==> src/rtl/align_ins_pkg.sv <==
package align_ins_pkg;

  localparam int WORD_W = 32;
  localparam int K_W = WORD_W / 8;

  localparam logic [WORD_W-1:0] ALIGN_WORD = 32'h7B4A_4ABC;
  localparam logic [WORD_W-1:0] FILL_WORD  = 32'hB5B5_957C;
  localparam logic [K_W-1:0]    K_BYTE0    = 4'b0001;
  localparam logic [K_W-1:0]    K_NONE     = 4'b0000;

  // strobes from control to datapath for the coming edge
  typedef struct packed {
    logic sendAlign;   // this cycle emits an ALIGN
    logic takeData;    // this cycle may accept payload
  } ctrl_strobe_t;

endpackage

==> src/rtl/align_ins_ctrl.sv <==
module align_ins_ctrl
  import align_ins_pkg::*;
#(
  parameter int RATE_W = 8
) (
  input  logic              clk,
  input  logic              rstN,
  input  logic [RATE_W-1:0] rate,
  input  logic              fourAlign,
  output ctrl_strobe_t      strobe,
  output logic              inReady
);

  localparam logic [RATE_W-1:0] MIN_FOUR = RATE_W'(5);
  localparam logic [RATE_W-1:0] MIN_TWO  = RATE_W'(3);

  function automatic logic [RATE_W-1:0] clampRate(input logic [RATE_W-1:0] r,
                                                  input logic four);
    if (four && r < MIN_FOUR) return MIN_FOUR;
    if (!four && r < MIN_TWO) return MIN_TWO;
    return r;
  endfunction

  logic [RATE_W-1:0] gapTarget;
  logic [RATE_W-1:0] gapCnt;
  logic [RATE_W-1:0] gapNext;
  logic [1:0]        alignCnt;
  logic [1:0]        alignLast;
  logic              inGroup;
  logic              grpFour;

  assign gapTarget = clampRate(rate, fourAlign) - RATE_W'(1);
  assign gapNext   = gapCnt + RATE_W'(1);
  assign alignLast = grpFour ? 2'd3 : 2'd1;

  always_ff @(posedge clk) begin
    if (!rstN) begin
      gapCnt   <= '0;
      alignCnt <= '0;
      inGroup  <= 1'b0;
      grpFour  <= 1'b0;
    end else if (inGroup) begin
      if (alignCnt == alignLast) begin
        inGroup  <= 1'b0;
        gapCnt   <= '0;
        alignCnt <= '0;
      end else begin
        alignCnt <= alignCnt + 2'd1;
      end
    end else begin
      gapCnt <= gapNext;
      if (gapNext >= gapTarget) begin
        inGroup  <= 1'b1;
        alignCnt <= '0;
        grpFour  <= fourAlign;
      end
    end
  end

  assign inReady          = rstN && !inGroup;
  assign strobe.sendAlign = inGroup;
  assign strobe.takeData  = rstN && !inGroup;

  AST_GAP_IN_RANGE: assert property (@(posedge clk) disable iff (!rstN)
    (!inGroup && $stable(rate) && $stable(fourAlign)) |-> (gapCnt < gapTarget));

  AST_GROUP_CLOSES: assert property (@(posedge clk) disable iff (!rstN)
    (inGroup && alignCnt == alignLast) |=> !inGroup);

  AST_GROUP_HOLDS: assert property (@(posedge clk) disable iff (!rstN)
    (inGroup && alignCnt != alignLast) |=> inGroup);

  AST_TARGET_LEGAL: assert property (@(posedge clk) disable iff (!rstN)
    (gapTarget >= (fourAlign ? RATE_W'(4) : RATE_W'(2))));

endmodule

==> src/rtl/align_ins_datapath.sv <==
module align_ins_datapath
  import align_ins_pkg::*;
(
  input  logic              clk,
  input  logic              rstN,
  input  ctrl_strobe_t      strobe,
  input  logic [WORD_W-1:0] inData,
  input  logic              inValid,
  output logic [WORD_W-1:0] outData,
  output logic [K_W-1:0]    outCharK,
  output logic              outIsAlign
);

  always_ff @(posedge clk) begin
    if (!rstN) begin
      outData    <= FILL_WORD;
      outCharK   <= K_BYTE0;
      outIsAlign <= 1'b0;
    end else if (strobe.sendAlign) begin
      outData    <= ALIGN_WORD;
      outCharK   <= K_BYTE0;
      outIsAlign <= 1'b1;
    end else if (strobe.takeData && inValid) begin
      outData    <= inData;
      outCharK   <= K_NONE;
      outIsAlign <= 1'b0;
    end else begin
      outData    <= FILL_WORD;
      outCharK   <= K_BYTE0;
      outIsAlign <= 1'b0;
    end
  end

  AST_ALIGN_CODE: assert property (@(posedge clk) disable iff (!rstN)
    outIsAlign |-> (outData == ALIGN_WORD && outCharK == K_BYTE0));

  AST_PAYLOAD_THROUGH: assert property (@(posedge clk) disable iff (!rstN)
    $past(strobe.takeData && inValid) |->
      (outData == $past(inData) && outCharK == K_NONE && !outIsAlign));

endmodule

==> src/rtl/align_inserter.sv <==
module align_inserter
  import align_ins_pkg::*;
#(
  parameter int RATE_W = 8
) (
  input  logic              clk,
  input  logic              rstN,
  input  logic [RATE_W-1:0] rate,
  input  logic              fourAlign,
  input  logic [31:0]       inData,
  input  logic              inValid,
  output logic              inReady,
  output logic [31:0]       outData,
  output logic [3:0]        outCharK,
  output logic              outIsAlign
);

  ctrl_strobe_t strobe;

  align_ins_ctrl #(.RATE_W(RATE_W)) u_ctrl (
    .clk       (clk),
    .rstN      (rstN),
    .rate      (rate),
    .fourAlign (fourAlign),
    .strobe    (strobe),
    .inReady   (inReady)
  );

  align_ins_datapath u_dp (
    .clk        (clk),
    .rstN       (rstN),
    .strobe     (strobe),
    .inData     (inData),
    .inValid    (inValid),
    .outData    (outData),
    .outCharK   (outCharK),
    .outIsAlign (outIsAlign)
  );

  AST_STALL_IN_GROUP: assert property (@(posedge clk) disable iff (!rstN)
    outIsAlign |-> $past(!inReady));

endmodule

==> config.mk <==
export PLATFORM = sky130hd
export DESIGN_NAME = align_inserter
export DESIGN_NICKNAME = d
export VERILOG_FILES = /design/src/rtl/align_ins_pkg.sv /design/src/rtl/align_ins_ctrl.sv /design/src/rtl/align_ins_datapath.sv /design/src/rtl/align_inserter.sv
export SDC_FILE = /design/constraint.sdc
export NUM_CORES = 1
export LEC_CHECK = 0
export BUFFER_PORTS_ARGS = -buffer_cell sky130_fd_sc_hd__buf_2
export CAP_MARGIN = 20
export CORE_UTILIZATION = 30
export DETAILED_ROUTE_END_ITERATION = 6
export HOLD_SLACK_MARGIN = 0.1
export PLACE_DENSITY = 0.63
export SYNTH_ARGS = -nofsm -noshare
export SYNTH_HDL_FRONTEND = slang
export SYNTH_SLANG_ARGS = --single-unit
export TNS_END_PERCENT = 5
==> constraint.sdc <==
create_clock -name clk -period 2.9 [get_ports clk]
set_input_delay 0.29 -clock clk [delete_from_list [all_inputs] [get_ports clk]]
set_output_delay 0.29 -clock clk [all_outputs]
set_load 0.005 [all_outputs]
# Yosys cells after proc, flatten, opt, wreduce, memory -nomap -nowiden

Index checks and enable logic that the tools add are counted.

Input bits: 44
Bits in registers: 49
Output and inout port bits: 38
Logic and storage cells: 49

Order comparisons: 3
Reduce and logical (&&, ||, !) cells: 10
Bitwise operators: 3
Multiplexer cells: 20
Add/sub/neg operators: 3
Equality and inequality tests: 2

Operators with widths:

| kind                | number |
|---|---|
| $mux 32             | 2 |
| $mux 8              | 6 |
| $add 8x1->8 const B | 1 |
| $ge 8x8->1          | 1 |
| $lt 8x2->1 const B  | 1 |
| $lt 8x3->1 const B  | 1 |
| $mux 1              | 8 |
| $mux 2              | 4 |
| $sub 8x1->8 const B | 1 |
| $logic_and 1x1->1   | 4 |
| $not 1->1           | 3 |
| $reduce_or 3->1     | 1 |
| $add 2x1->2 const B | 1 |
| $eq 2x2->1          | 1 |
| $logic_not 1->1     | 2 |
| $ne 2x2->1 const B  | 1 |
| $reduce_and 2->1    | 1 |
| $reduce_bool 2->1   | 1 |
| $reduce_or 2->1     | 1 |

# Depth between registers and ports, before layout

Gate-level depths: netlist of run 1.

Word-level depth: 10
Gate-level depth with buffers: 12
Depth with buffers taken out: 12

# Cells and area by module

Synthesis of run 1 repeated with hierarchy kept, for this count alone.

Cells, all modules: 220
Area total of the unflattened synthesis: 1969.4 um^2

By module, submodules not included:

| module             | area each (um^2) | cells each | instances |
|---|---|---|---|
| align_ins_datapath | 1034.7           | 106        | 1 |
| align_ins_ctrl     | 934.6            | 114        | 1 |

# Least setup slack after synthesis of run 1

OpenSTA, ideal clock, no wires.

Path type: input -> register
Start: input rate[6]
End: register u_ctrl.grpFour
Stages on the path: 12
Library setup time: 0.072 ns
Setup slack: -0.123 ns
Path buffers: 0
Arrival: 2.951 ns
Path through: or4_4 nor3_1 mux2i_1 ha_1 nand2b_1 nor4_1 mux2i_1 ha_1 a21o_1 a21oi_1 a2bb2oi_1 mux2i_1

Cells in the longest elaborated chain, start to end: 9
Elaborated cells on any way between the ends: 13
Those cells by class: add/sub (1); order compare (3); mux (6); reduce/logical (3)

RTL lines:

| item                                | RTL line             | source |
|---|---|---|
| start, declared                     | align_inserter.sv:8  | `input logic [RATE_W-1:0] rate,` |
| $lt 8x2->1                          | align_ins_ctrl.sv:20 | `if (!four && r < MIN_TWO) return MIN_TWO;` |
| $logic_and 1x1->1                   | align_ins_ctrl.sv:20 |  |
| $mux 1 (2 in a row)                 | align_ins_ctrl.sv:20 |  |
| $mux 8                              | align_ins_ctrl.sv:21 | `return r;` |
| $mux 8 *                            | align_ins_ctrl.sv:20 |  |
| $sub 8x1->8 *                       | align_ins_ctrl.sv:32 | `assign gapTarget = clampRate(rate, fourAlign) - RATE_W'(1);` |
| $ge 8x8->1 *                        | align_ins_ctrl.sv:52 | `if (gapNext >= gapTarget) begin` |
| $reduce_and 2->1 (no source line) * | -                    |  |
| end signal, assigned                | align_ins_ctrl.sv:55 | `grpFour <= fourAlign;` |
| end, declared                       | align_ins_ctrl.sv:30 | `logic grpFour;` |

Mark *: on every way between the ends. The rest lies on a longest branch, timed or not. The select of a mux whose other input is x is not followed.
A chain may end at the register's enable or synchronous reset.

# Worst setup path in the final report of run 1

Same ends and word-level chain as after synthesis.

==> metrics.md, run 1 <==
| Metric | Value |
|---|---|
| Critical Path RT | 3.12 ns |
| Largest net degree at the start of global routing | 14 |
| Drt total wl | 4010 um |
| Die area | 0.00652 mm^2 |
| Worst Skew | 0.00275 ns |
| Buffers added on ports | 78 |
| Clock slew at reported path FFs | 0.08 ns |
| Core Util, Final | 41.6% |
| Avg Cell Area, Syn | 9.04 um^2 |
| Grt total ovfl | 0 |
| Pins Over Slew Limit | 0 |
| Post-synthesis adder-cell area fraction | 6.72% |
| Final hold viol count | 0 |
| Post-synthesis mux area share | 1.61% |
| Post-Place Worst Slack | -0.223 ns |
| Worst r2r src | u_ctrl.gapCnt[0] |
| Post-DR wirelength/cell | 10.9 um |
| Worst hold endpoint | u_dp.outData[5] |
| DR pass1 iterations | 5 |
| Core area | 0.00596 mm^2 |
| Distinct cells, synth | 35 |
| Worst reg-to-reg path cell count | 9 |
| CP Launch Type | input pin |
| R2R Setup Slk | 0.56 ns |
| PnR worst setup slack | 0.154 ns |
| Seq/Total Area, Yosys | 49.5% |
| Final Non-Filler Cells | 368 |
| Hold buffers post-CTS | 0 |
| # nets final | 346 |
| Kind of critical path | in -> reg |
| Die W | 80.8 um |
| CTS H-Tree Depth | 2 |
| Drt via density | 4.42 |
| GR Util All Layers | 13.2% |
| Worst r2r dst | u_ctrl.grpFour |
| Crit path max fanout | 4 |
| Final GP Congestion | 0.736 |
| Crit path DAT | 2.97 ns |
| Final hold slack | 0.178 ns |
| Final worst-path cycle share | 94.7% |
| Simple-Gate Fraction of Synth Area | 23.7% |
| First-pass GRT wire length | 6670 um |
| Num rows | 28 |
| DP Cell Count | 360 |
| # diodes | 0 |
| Max Cap Violations | 0 |
| Worst Setup End Kind | register |
| Hold path depth | 2 |
| Hold path start | inData[5] |
| Clock tree sinks | 46 |
| Pwr/cell area | 486 mW/mm^2 |
| Antenna viol nets, final | 0 |
| Largest family of logic cells by synthesized area | simple AND/OR/NAND/NOR gates |
| Initial Util | 31.3% |
| Max Freq | 364 MHz |
| Area delta synth->final | 33.1% |
| Clock Path Buffers | 2 |
| Post-Syn Area | 0.00186 mm^2 |
| Iter 0 DRT Violations | 66 |
| Yosys warns | 0 |
| Leakage power | 0.00125 uW |
| Min-Delay Path Class | in -> reg |
| Final setup violation count | 0 |
| CTS Buf Count | 5 |
| IO Count | 82 |
| Unrepaired setup endpoints after global routing | yes |
| Worst-Skew Late Latency | 0.29 ns |
| Crit path time final | 2.75 ns |
| Via count | 1,628 |
| Synth Area in Compound Gates | 9.41% |
| Via count of the first global-routing pass | 1,574 |
| Post-Synthesis Cells | 206 |
| Layout cell share with drive strength beyond 1 | 36.9% |
| DRC | 0 |
| Clock root cell | clkbuf_8 |
| Synth Area in XOR/XNOR | 5.17% |
| Peak VDD IR | 279 uV |
| Initial antenna violation count | 0 |
| HPWL Detailed | 3170 um |
| Die Height | 80.8 um |
| CTS tree | built |
| Seq cells post-synth | 46 |
| Status | completed |
[cells in the final DEF (no fill, tap or decap), types with 2 or more instances in the layout]
cell type / synthesis / routed
a22o_1: 5 / 5
and3_1: 6 / 6
nand2b_1: 3 / 3
conb_1: 1 / 3
nor2_1: 31 / 31
and2_1: 2 / 2
buf_4: 3 / 8
xor2_1: 5 / 5
clkbuf_8: 0 / 6
o21ai_0: 7 / 7
xnor2_1: 6 / 6
nand2_1: 32 / 32
mux2i_1: 3 / 3
dfxtp_1: 46 / 46
a21oi_1: 7 / 6
buf_2: 2 / 78
ha_1: 10 / 10
or2_2: 7 / 7
a21oi_2: 1 / 2
inv_1: 6 / 6
nand3_1: 3 / 3
[critical path, cell delays in order]
cell       delay [ns]
buf_2            0.11
or4_4            0.54
nor3_2           0.14
mux2i_1          0.20
ha_1             0.19
nand2b_1         0.11
nor4_2           0.18
mux2i_1          0.22
ha_1             0.27
a21o_1           0.18
a21oi_2          0.14
a2bb2oi_2        0.22
mux2i_1          0.20
[per-stage QoR]
stage	instance area, um^2	total power (uW)	setup TNS [ns]
4_1_cts	2470	1230	0
5_1_grt	2480	1280	-0.0233
3_3_place_gp	2380	825	-0.549
3_5_place_dp	2380	829	-0.735
6_report	2480	1200	0
2_1_floorplan	1880	753	0
[cell type report]
class                      instances  area, um^2
tap                               75        93.8
fill                             618        3480
clock buffer                       7        86.3
inverter                           6        22.5
clock inverter                     1        5.00
sequential                        46         921
timing repair buffer              86         450
multi-input combinational        147         900
[flip-flops by register name (all words and copies together), names as in the netlist]
signal and count:
u_dp.outCharK 1, u_dp.outData 32, u_ctrl.inGroup 1, u_dp.outIsAlign 1, u_ctrl.grpFour 1, u_ctrl.alignCnt 2, u_ctrl.gapCnt 8
[cell usage after synthesis]
cell type,number,area share [%]
nor3b_1,1,0.40
and2_1,2,0.67
or2_2,7,2.4
xor2_1,5,2.4
dfxtp_1,46,49
nor4b_1,1,0.47
xnor2_1,6,2.8
o21ai_0,7,1.9
nor4_1,2,0.67
o21bai_1,1,0.40
nor2_1,31,6.2
a211oi_2,1,0.67
o22ai_1,1,0.34
a22o_1,5,2.4
clkbuf_1,4,0.81
nand3_1,3,0.81
or3_1,1,0.34
conb_1,1,0.20
a21o_1,1,0.40
a21oi_2,1,0.47
nand2b_1,3,1.0
inv_1,6,1.2
buf_2,2,0.54
nor2_4,1,0.60
and4_1,1,0.47
nand2_1,32,6.5
mux2i_1,3,1.6
buf_4,3,1.2
or4_4,1,0.60
nor3_1,2,0.54
and3_1,6,2.0
a21oi_1,7,1.9
a41o_1,1,0.54
ha_1,10,6.7
a2bb2oi_1,1,0.47
[how the worst max path moves through the flow]
stage / cells past startpoint / slack, ns / startpoint / endpoint
2_1_floorplan: 12 / 0.003 / rate[6] / u_ctrl.grpFour
3_3_place_gp: 13 / -0.17 / rate[6] / u_ctrl.grpFour
3_5_place_dp: 13 / -0.22 / rate[6] / u_ctrl.grpFour
4_1_cts: 13 / 0.08 / rate[6] / u_ctrl.grpFour
5_1_grt: 13 / -0.02 / rate[6] / u_ctrl.grpFour
6_report: 13 / 0.15 / rate[6] / u_ctrl.grpFour
[repair_timing]
action	CTS	global route
resized for setup	0	2
endpoints found under the setup margin	0	4
buffers inserted	0	0
[logic make-up (layout without fill, tap and decap cells)]
logic type,count (synthesis),in the layout
AND/OR/NAND/NOR,94,94
flip-flops,46,46
AO/OA/AOI/OAI,26,26
buffers and inverters,15,100
XOR/XNOR,11,11
adder cells (fa/ha/maj),10,10
multiplexers,3,3
other,1,3
[power by group]
group	internal (uW)	total, uW	switching, uW
combinational	72.8	143	70.4
clock	192	393	201
sequential	657	668	11.3
[per-layer routing]
layer / vias up / track usage (%) / share of wire, %
met3: 2 / 5.06 / 7.6
met2: 48 / 23.3 / 47
li1: 848 / - / -
met1: 730 / 14.8 / 45
met5: - / 0 / 0
met4: 0 / 3.21 / 0.30
(Power assumes the default switching activity.)
==> run 2: changes to the inputs <==
PLACE_DENSITY = 0.61   (was 0.63)
clock period = 2.55 ns   (was 2.9 ns; I/O delays follow)
==> run 2 against run 1 <==
Cell count grew 0.54%. Via count shrank 0.86%. The flow now finishes with violations (negative setup slack). Combinational power grew 20%. Non-clock buffer count grew 2. Register-to-register slack lost 0.35 ns. Clock skew grew 0.0045 ns. Sequential share of layout area shrank 0.86 points. Cell area grew 2.4%.
==> metrics.md, run 2 (synthesized netlist as in run 1, its figures left out) <==
| Metric | Value |
|---|---|
| Kind of critical path | in -> reg (unchanged) |
| Worst r2r src | u_ctrl.gapCnt[0] (unchanged) |
| Drt via density | 4.36 (was 4.42) |
| Initial antenna violation count | 0 (unchanged) |
| CP max-delay cell | or4_4 (unchanged) |
| Clock slew at reported path FFs | 0.09 ns (was 0.08 ns) |
| Final setup violation count | 4 (was 0) |
| Critical Path RT | 2.77 ns (was 3.12 ns) |
| Clock tree sinks | 46 (unchanged) |
| CP cell instances | buf_6 -> or4_4 -> nor3_4 -> mux2i_1 -> ha_2 -> nand2b_4 -> nor4_4 -> mux2i_1 -> ha_1 -> a41o_1 -> a21oi_2 -> a2bb2oi_2 -> mux2i_1 (was buf_2 -> or4_4 -> nor3_2 -> mux2i_1 -> ha_1 -> nand2b_1 -> nor4_2 -> mux2i_1 -> ha_1 -> a21o_1 -> a21oi_2 -> a2bb2oi_2 -> mux2i_1) |
| Worst reg-to-reg path cell count | 9 (unchanged) |
| Num rows | 28 (unchanged) |
| Worst-Skew Late Latency | 0.29 ns (about the same) |
| R2R Setup Slk | 0.21 ns (was 0.56 ns) |
| Core Util, Final | 42.6% (was 41.6%) |
| Worst Setup End Kind | register (unchanged) |
| Die Height | 80.8 um (unchanged) |
| # diodes | 0 (unchanged) |
| Hold buffers post-CTS | 0 (unchanged) |
| Crit path DAT | 3.00 ns (was 2.97 ns) |
| Hold path depth | 2 (unchanged) |
| GR Util All Layers | 12.3% (was 13.2%) |
| Unrepaired setup endpoints after global routing | yes (unchanged) |
| Final GP Congestion | 0.737 (was 0.736) |
| Initial Util | 31.3% (unchanged) |
| Die W | 80.8 um (unchanged) |
| Met3 Use GR | 4.61% (was 5.06%) |
| Crit path time final | 2.78 ns |
| Buffers added on ports | 78 (unchanged) |
| CP Launch Type | input pin (unchanged) |
| # nets final | 348 (was 346) |
| GRT Max-Usage Layer | met2 (unchanged) |
| IO Count | 82 (unchanged) |
| Core area | 0.00596 mm^2 (unchanged) |
| Pwr/cell area | 545 mW/mm^2 (was 486 mW/mm^2) |
| Peak VDD IR | 362 uV (was 279 uV) |
| Max Freq | 359 MHz |
| PnR worst setup slack | -0.232 ns (was 0.154 ns) |
| Met1 Use GR | 15.7% (was 14.8%) |
| Clock Path Buffers | 2 (unchanged) |
| HPWL Detailed | 3030 um (was 3170 um) |
| Final worst-path cycle share | 109% |
| Die area | 0.00652 mm^2 (unchanged) |
| Largest net degree at the start of global routing | 14 (unchanged) |
| Most frequent cells in the layout | buf_2, dfxtp_1, nand2_1 (unchanged) |
| Iter 0 DRT Violations | 64 (was 66) |
| Postcts setup bufs | 0 (unchanged) |
| Max reg flops | 32 (unchanged) |
| DR pass1 iterations | 6 (was 5) |
| Grt total ovfl | 0 (unchanged) |
| Commonest non-fill, non-tap cell in the layout | buf_2 (unchanged) |
| Worst r2r dst | u_ctrl.grpFour (unchanged) |
| Antenna viol nets, final | 0 (unchanged) |
| Met2 GRT Util | 19.6% (was 23.3%) |
| CTS tree | built (unchanged) |
| Final hold viol count | 0 (unchanged) |
| Area delta synth->final | 36.3% (was 33.1%) |
| DRC | 0 (unchanged) |
| CTS Buf Count | 5 (unchanged) |
| Via count of the first global-routing pass | 1,469 (was 1,574) |
| Post-Place Worst Slack | -0.553 ns (was -0.223 ns) |
| Min-Delay Path Class | in -> reg (unchanged) |
| Via count | 1,614 (was 1,628) |
| Leakage power | 0.00127 uW (was 0.00125 uW) |
| Worst hold endpoint | u_dp.outData[24] (was u_dp.outData[5]) |
| Worst path max stage delay | 0.55 ns (was 0.54 ns) |
| Layout cell share with drive strength beyond 1 | 38.3% (was 36.9%) |
| Max Cap Violations | 0 (unchanged) |
| Crit path max fanout | 4 (unchanged) |
| Failing checks | negative setup slack |
| Pins Over Slew Limit | 0 (unchanged) |
| Hold path start | inData[24] (was inData[5]) |
| Cell mode on critical path | mux2i_1 (unchanged) |
| First-pass GRT wire length | 6240 um (was 6670 um) |
| Clock root cell | clkbuf_8 (unchanged) |
| Worst Skew | 0.00725 ns (was 0.00275 ns) |
| Biggest register | u_dp.outData (unchanged) |
| Status | finished with violations (was completed) |
| Drt total wl | 4040 um (was 4010 um) |
| CTS H-Tree Depth | 2 (unchanged) |
| Post-DR wirelength/cell | 10.9 um (about the same) |
| Largest registers | u_dp.outData x32, u_ctrl.gapCnt x8, u_ctrl.alignCnt x2 (unchanged) |
run 2: area by class of cell:
cell class,instances,area [um^2]
fillers,613,3420
multi-input cells,147,931
flip-flops and latches,46,921
repair buffers,88,478
well taps,75,93.8
clock buffers,7,86.3
inverters,6,22.5
clock inverters,1,5.00
run 2: worst max path at each step:
stage,depth (start not counted),slack [ns],end,from
after floorplan,12,-0.26,u_ctrl.grpFour,rate[6]
after global placement,13,-0.44,u_ctrl.grpFour,rate[6]
after detailed placement,13,-0.55,u_ctrl.grpFour,rate[6]
after CTS,13,-0.25,u_ctrl.grpFour,rate[6]
after global routing,13,-0.39,u_ctrl.grpFour,rate[6]
final,13,-0.23,u_ctrl.grpFour,rate[6]
run 2: layer usage:
metal,vias up,part of all wire [%]
met4,0,0.25
met3,2,6.3
met1,711,46
met2,49,48
li1,852,-
met5,-,0
run 2: critical path: cells and delay by family:
family,cells,cell delay [ns]
AO/OA/AOI/OAI,3,0.54
adder cells (fa/ha/maj),2,0.53
multiplexers,3,0.68
buffers and inverters,1,0.09
AND/OR/NAND/NOR,4,0.89
run 2: power by group:
group / total (uW) / switching, uW / internal [uW]
logic: 172 / 83.5 / 88.5
clock network: 451 / 232 / 219
registers: 760 / 12.6 / 747
total: 1380 / 328 / 1050
run 2: timing repair:
item,4_1_cts,5_1_grt
gates resized for setup,1,7
cloned,0,0
setup endpoints to repair,4,4
pin swaps,0,2
run 2: through the flow:
stage          setup TNS (ns)  power [uW]  cell area (um^2)  cells  hold WS (ns)
6_report               -0.799        1380              2540    370         0.145
5_1_grt                 -1.34        1460              2540    370         0.126
4_1_cts                -0.845        1400              2500    370         0.138
3_5_place_dp            -2.09         944              2400    362         0.443
3_3_place_gp            -1.65         941              2400    362         0.443
2_1_floorplan          -0.922         856              1890    208         0.362
==> run 3: changes to the inputs <==
CORE_MARGIN = 2   (was unset)
==> run 3 against run 2 <==
The run still ends with negative setup slack left. Critical path depth unchanged. Combinational power fell by 4%. Non-clock buffer count is the same. Worst setup slack better by 0.030 ns. Cell area is 1.3% lower. Sequential cell count unchanged. Global-route usage up 0.22 points. Wire length shrank 0.79%. Die area is 5.0% higher. Cell count unchanged. First-iteration DRC count is 16% lower. Critical endpoint unchanged. Largest cell class is now registers.
==> metrics.md, run 3 (synthesized netlist as in run 1, its figures left out) <==
| Metric | Value |
|---|---|
| Status | finished with violations (unchanged) |
| Failing checks | negative setup slack (unchanged) |
| CTS Buf Count | 5 (unchanged) |
| Peak VDD IR | 312 uV (was 362 uV) |
| Clock Path Buffers | 2 (unchanged) |
| Critical Path RT | 2.77 ns (about the same) |
| Cell family with most CP delay | simple AND/OR/NAND/NOR gates (unchanged) |
| HPWL Detailed | 3210 um (was 3030 um) |
| # diodes | 0 (unchanged) |
| Drt total wl | 4010 um (was 4040 um) |
| CP max-delay cell | or4_4 (unchanged) |
| Drt via density | 4.40 (was 4.36) |
| Total negative setup slack | -0.674 ns (was -0.799 ns) |
| # nets final | 348 (unchanged) |
| Crit path DAT | 2.97 ns (was 3.00 ns) |
| Largest registers | u_dp.outData x32, u_ctrl.gapCnt x8, u_ctrl.alignCnt x2 (unchanged) |
| Cell mode on critical path | mux2i_1 (unchanged) |
| Final hold viol count | 0 (unchanged) |
| Post-DR wirelength/cell | 10.8 um (was 10.9 um) |
| Crit path buf inv count | 1 (unchanged) |
| Clock root cell | clkbuf_8 (unchanged) |
| Max reg flops | 32 (unchanged) |
| Die area | 0.00685 mm^2 (was 0.00652 mm^2) |
| Hold buffers post-CTS | 0 (unchanged) |
| Pwr/cell area | 576 mW/mm^2 (was 545 mW/mm^2) |
| Total power | 1440 uW (was 1380 uW) |
| GR Util All Layers | 12.5% (was 12.3%) |
| Leakage power | 0.00126 uW (was 0.00127 uW) |
| CTS tree | built (unchanged) |
| PnR worst setup slack | -0.202 ns (was -0.232 ns) |
| Max Freq | 363 MHz (was 359 MHz) |
| Core Util, Final | 42.1% (was 42.6%) |
| Commonest non-fill, non-tap cell in the layout | buf_2 (unchanged) |
| Die Height | 82.8 um (was 80.8 um) |
| Worst Skew | 0.00372 ns (was 0.00725 ns) |
| DRC | 0 (unchanged) |
| First-pass GRT wire length | 6670 um (was 6240 um) |
| Clock tree sinks | 46 (unchanged) |
| Worst-Skew Late Latency | 0.29 ns (about the same) |
| Initial Util | 31.3% (unchanged) |
| Post-Place Worst Slack | -0.523 ns (was -0.553 ns) |
| Final hold slack | 0.151 ns (was 0.145 ns) |
| Grt total ovfl | 0 (unchanged) |
| CP cell instances | buf_2 -> or4_4 -> nor3_2 -> mux2i_1 -> ha_1 -> nand2b_1 -> nor4_2 -> mux2i_1 -> ha_1 -> a21o_1 -> a21oi_1 -> a2bb2oi_2 -> mux2i_1 (was buf_6 -> or4_4 -> nor3_4 -> mux2i_1 -> ha_2 -> nand2b_4 -> nor4_4 -> mux2i_1 -> ha_1 -> a41o_1 -> a21oi_2 -> a2bb2oi_2 -> mux2i_1) |
| Worst path max stage delay | 0.54 ns (was 0.55 ns) |
| Worst reg-to-reg path cell count | 9 (unchanged) |
| Worst r2r dst | u_ctrl.grpFour (unchanged) |
| Most frequent cells in the layout | buf_2, dfxtp_1, nand2_1 (unchanged) |
| Pins Over Slew Limit | 0 (unchanged) |
| Core area | 0.00596 mm^2 (unchanged) |
| Kind of critical path | in -> reg (unchanged) |
| Worst r2r src | u_ctrl.gapCnt[0] (unchanged) |
| Largest net degree at the start of global routing | 14 (unchanged) |
| Final GP Congestion | 0.778 (was 0.737) |
| Biggest register | u_dp.outData (unchanged) |
| Via count | 1,629 (was 1,614) |
| CP Launch Type | input pin (unchanged) |
| Min-Delay Path Class | in -> reg (unchanged) |
| Max Cap Violations | 0 (unchanged) |
| Crit path time final | 2.75 ns (was 2.78 ns) |
| Worst Setup End Kind | register (unchanged) |
| Antenna viol nets, final | 0 (unchanged) |
| Num rows | 28 (unchanged) |
| Area delta synth->final | 34.5% (was 36.3%) |
| Final setup violation count | 4 (unchanged) |
| # fillers | 632 (was 613) |
| Unrepaired setup endpoints after global routing | yes (unchanged) |
| Layout cell share with drive strength beyond 1 | 36.6% (was 38.3%) |
| Crit path max fanout | 4 (unchanged) |
| Clock slew at reported path FFs | 0.08 ns (was 0.09 ns) |
| Iter 0 DRT Violations | 54 (was 64) |
| Buffers added on ports | 78 (unchanged) |
| R2R Setup Slk | 0.21 ns (about the same) |
| Final worst-path cycle share | 108% (was 109%) |
| Via count of the first global-routing pass | 1,602 (was 1,469) |
| IO Count | 82 (unchanged) |
| CTS H-Tree Depth | 2 (unchanged) |
| DR pass1 iterations | 3 (was 6) |
| Worst hold endpoint | u_dp.outData[29] (was u_dp.outData[24]) |
| Hold path depth | 2 (unchanged) |
| Initial antenna violation count | 0 (unchanged) |
| Die W | 82.8 um (was 80.8 um) |
| Hold path start | inData[29] (was inData[24]) |
run 3: what timing repair did:
item	CTS	global route
pin swaps	0	0
hold endpoints to repair	0	0
setup buffers	0	0
resized for setup	0	0
endpoints found under the setup margin	4	4
run 3: worst max-delay path by stage:
stage,cells after the start,slack (ns),endpoint,from
4_1_cts,13,-0.22,u_ctrl.grpFour,rate[6]
5_1_grt,13,-0.44,u_ctrl.grpFour,rate[6]
3_3_place_gp,13,-0.44,u_ctrl.grpFour,rate[6]
2_1_floorplan,12,-0.26,u_ctrl.grpFour,rate[6]
3_5_place_dp,13,-0.52,u_ctrl.grpFour,rate[6]
6_report,13,-0.20,u_ctrl.grpFour,rate[6]
run 3: layer usage:
metal	GRT usage (%)	wire, um	vias to the layer above
li1	-	-	852
met1	15.4	1810	729
met2	20.9	1860	46
met3	4.33	326	2
met4	2.95	12	0
met5	0	0	-
run 3: cell type report:
cell class                 count  area (um^2)  share of cell area [%]
inverter                       6         22.5                   0.899
clock buffer                   7         76.3                    3.05
clock inverter                 1         30.0                    1.20
timing repair buffer          88          465                    18.6
multi-input combinational    147          896                    35.8
tap                           75         93.8                    3.75
sequential                    46          921                    36.8
run 3: power breakdown:
group          leakage [uW]  switching (uW)  internal (uW)
registers          0.000377            12.6            747
clock network     0.0000524             224            293
logic              0.000833            80.3           84.6
run 3: per-stage QoR:
| step | instances | instance area [um^2] |
|---|---|---|
| 2_1_floorplan | 208 | 1890 |
| 3_3_place_gp | 362 | 2400 |
| 3_5_place_dp | 362 | 2400 |
| 4_1_cts | 370 | 2500 |
| 5_1_grt | 370 | 2500 |
| 6_report | 370 | 2500 |
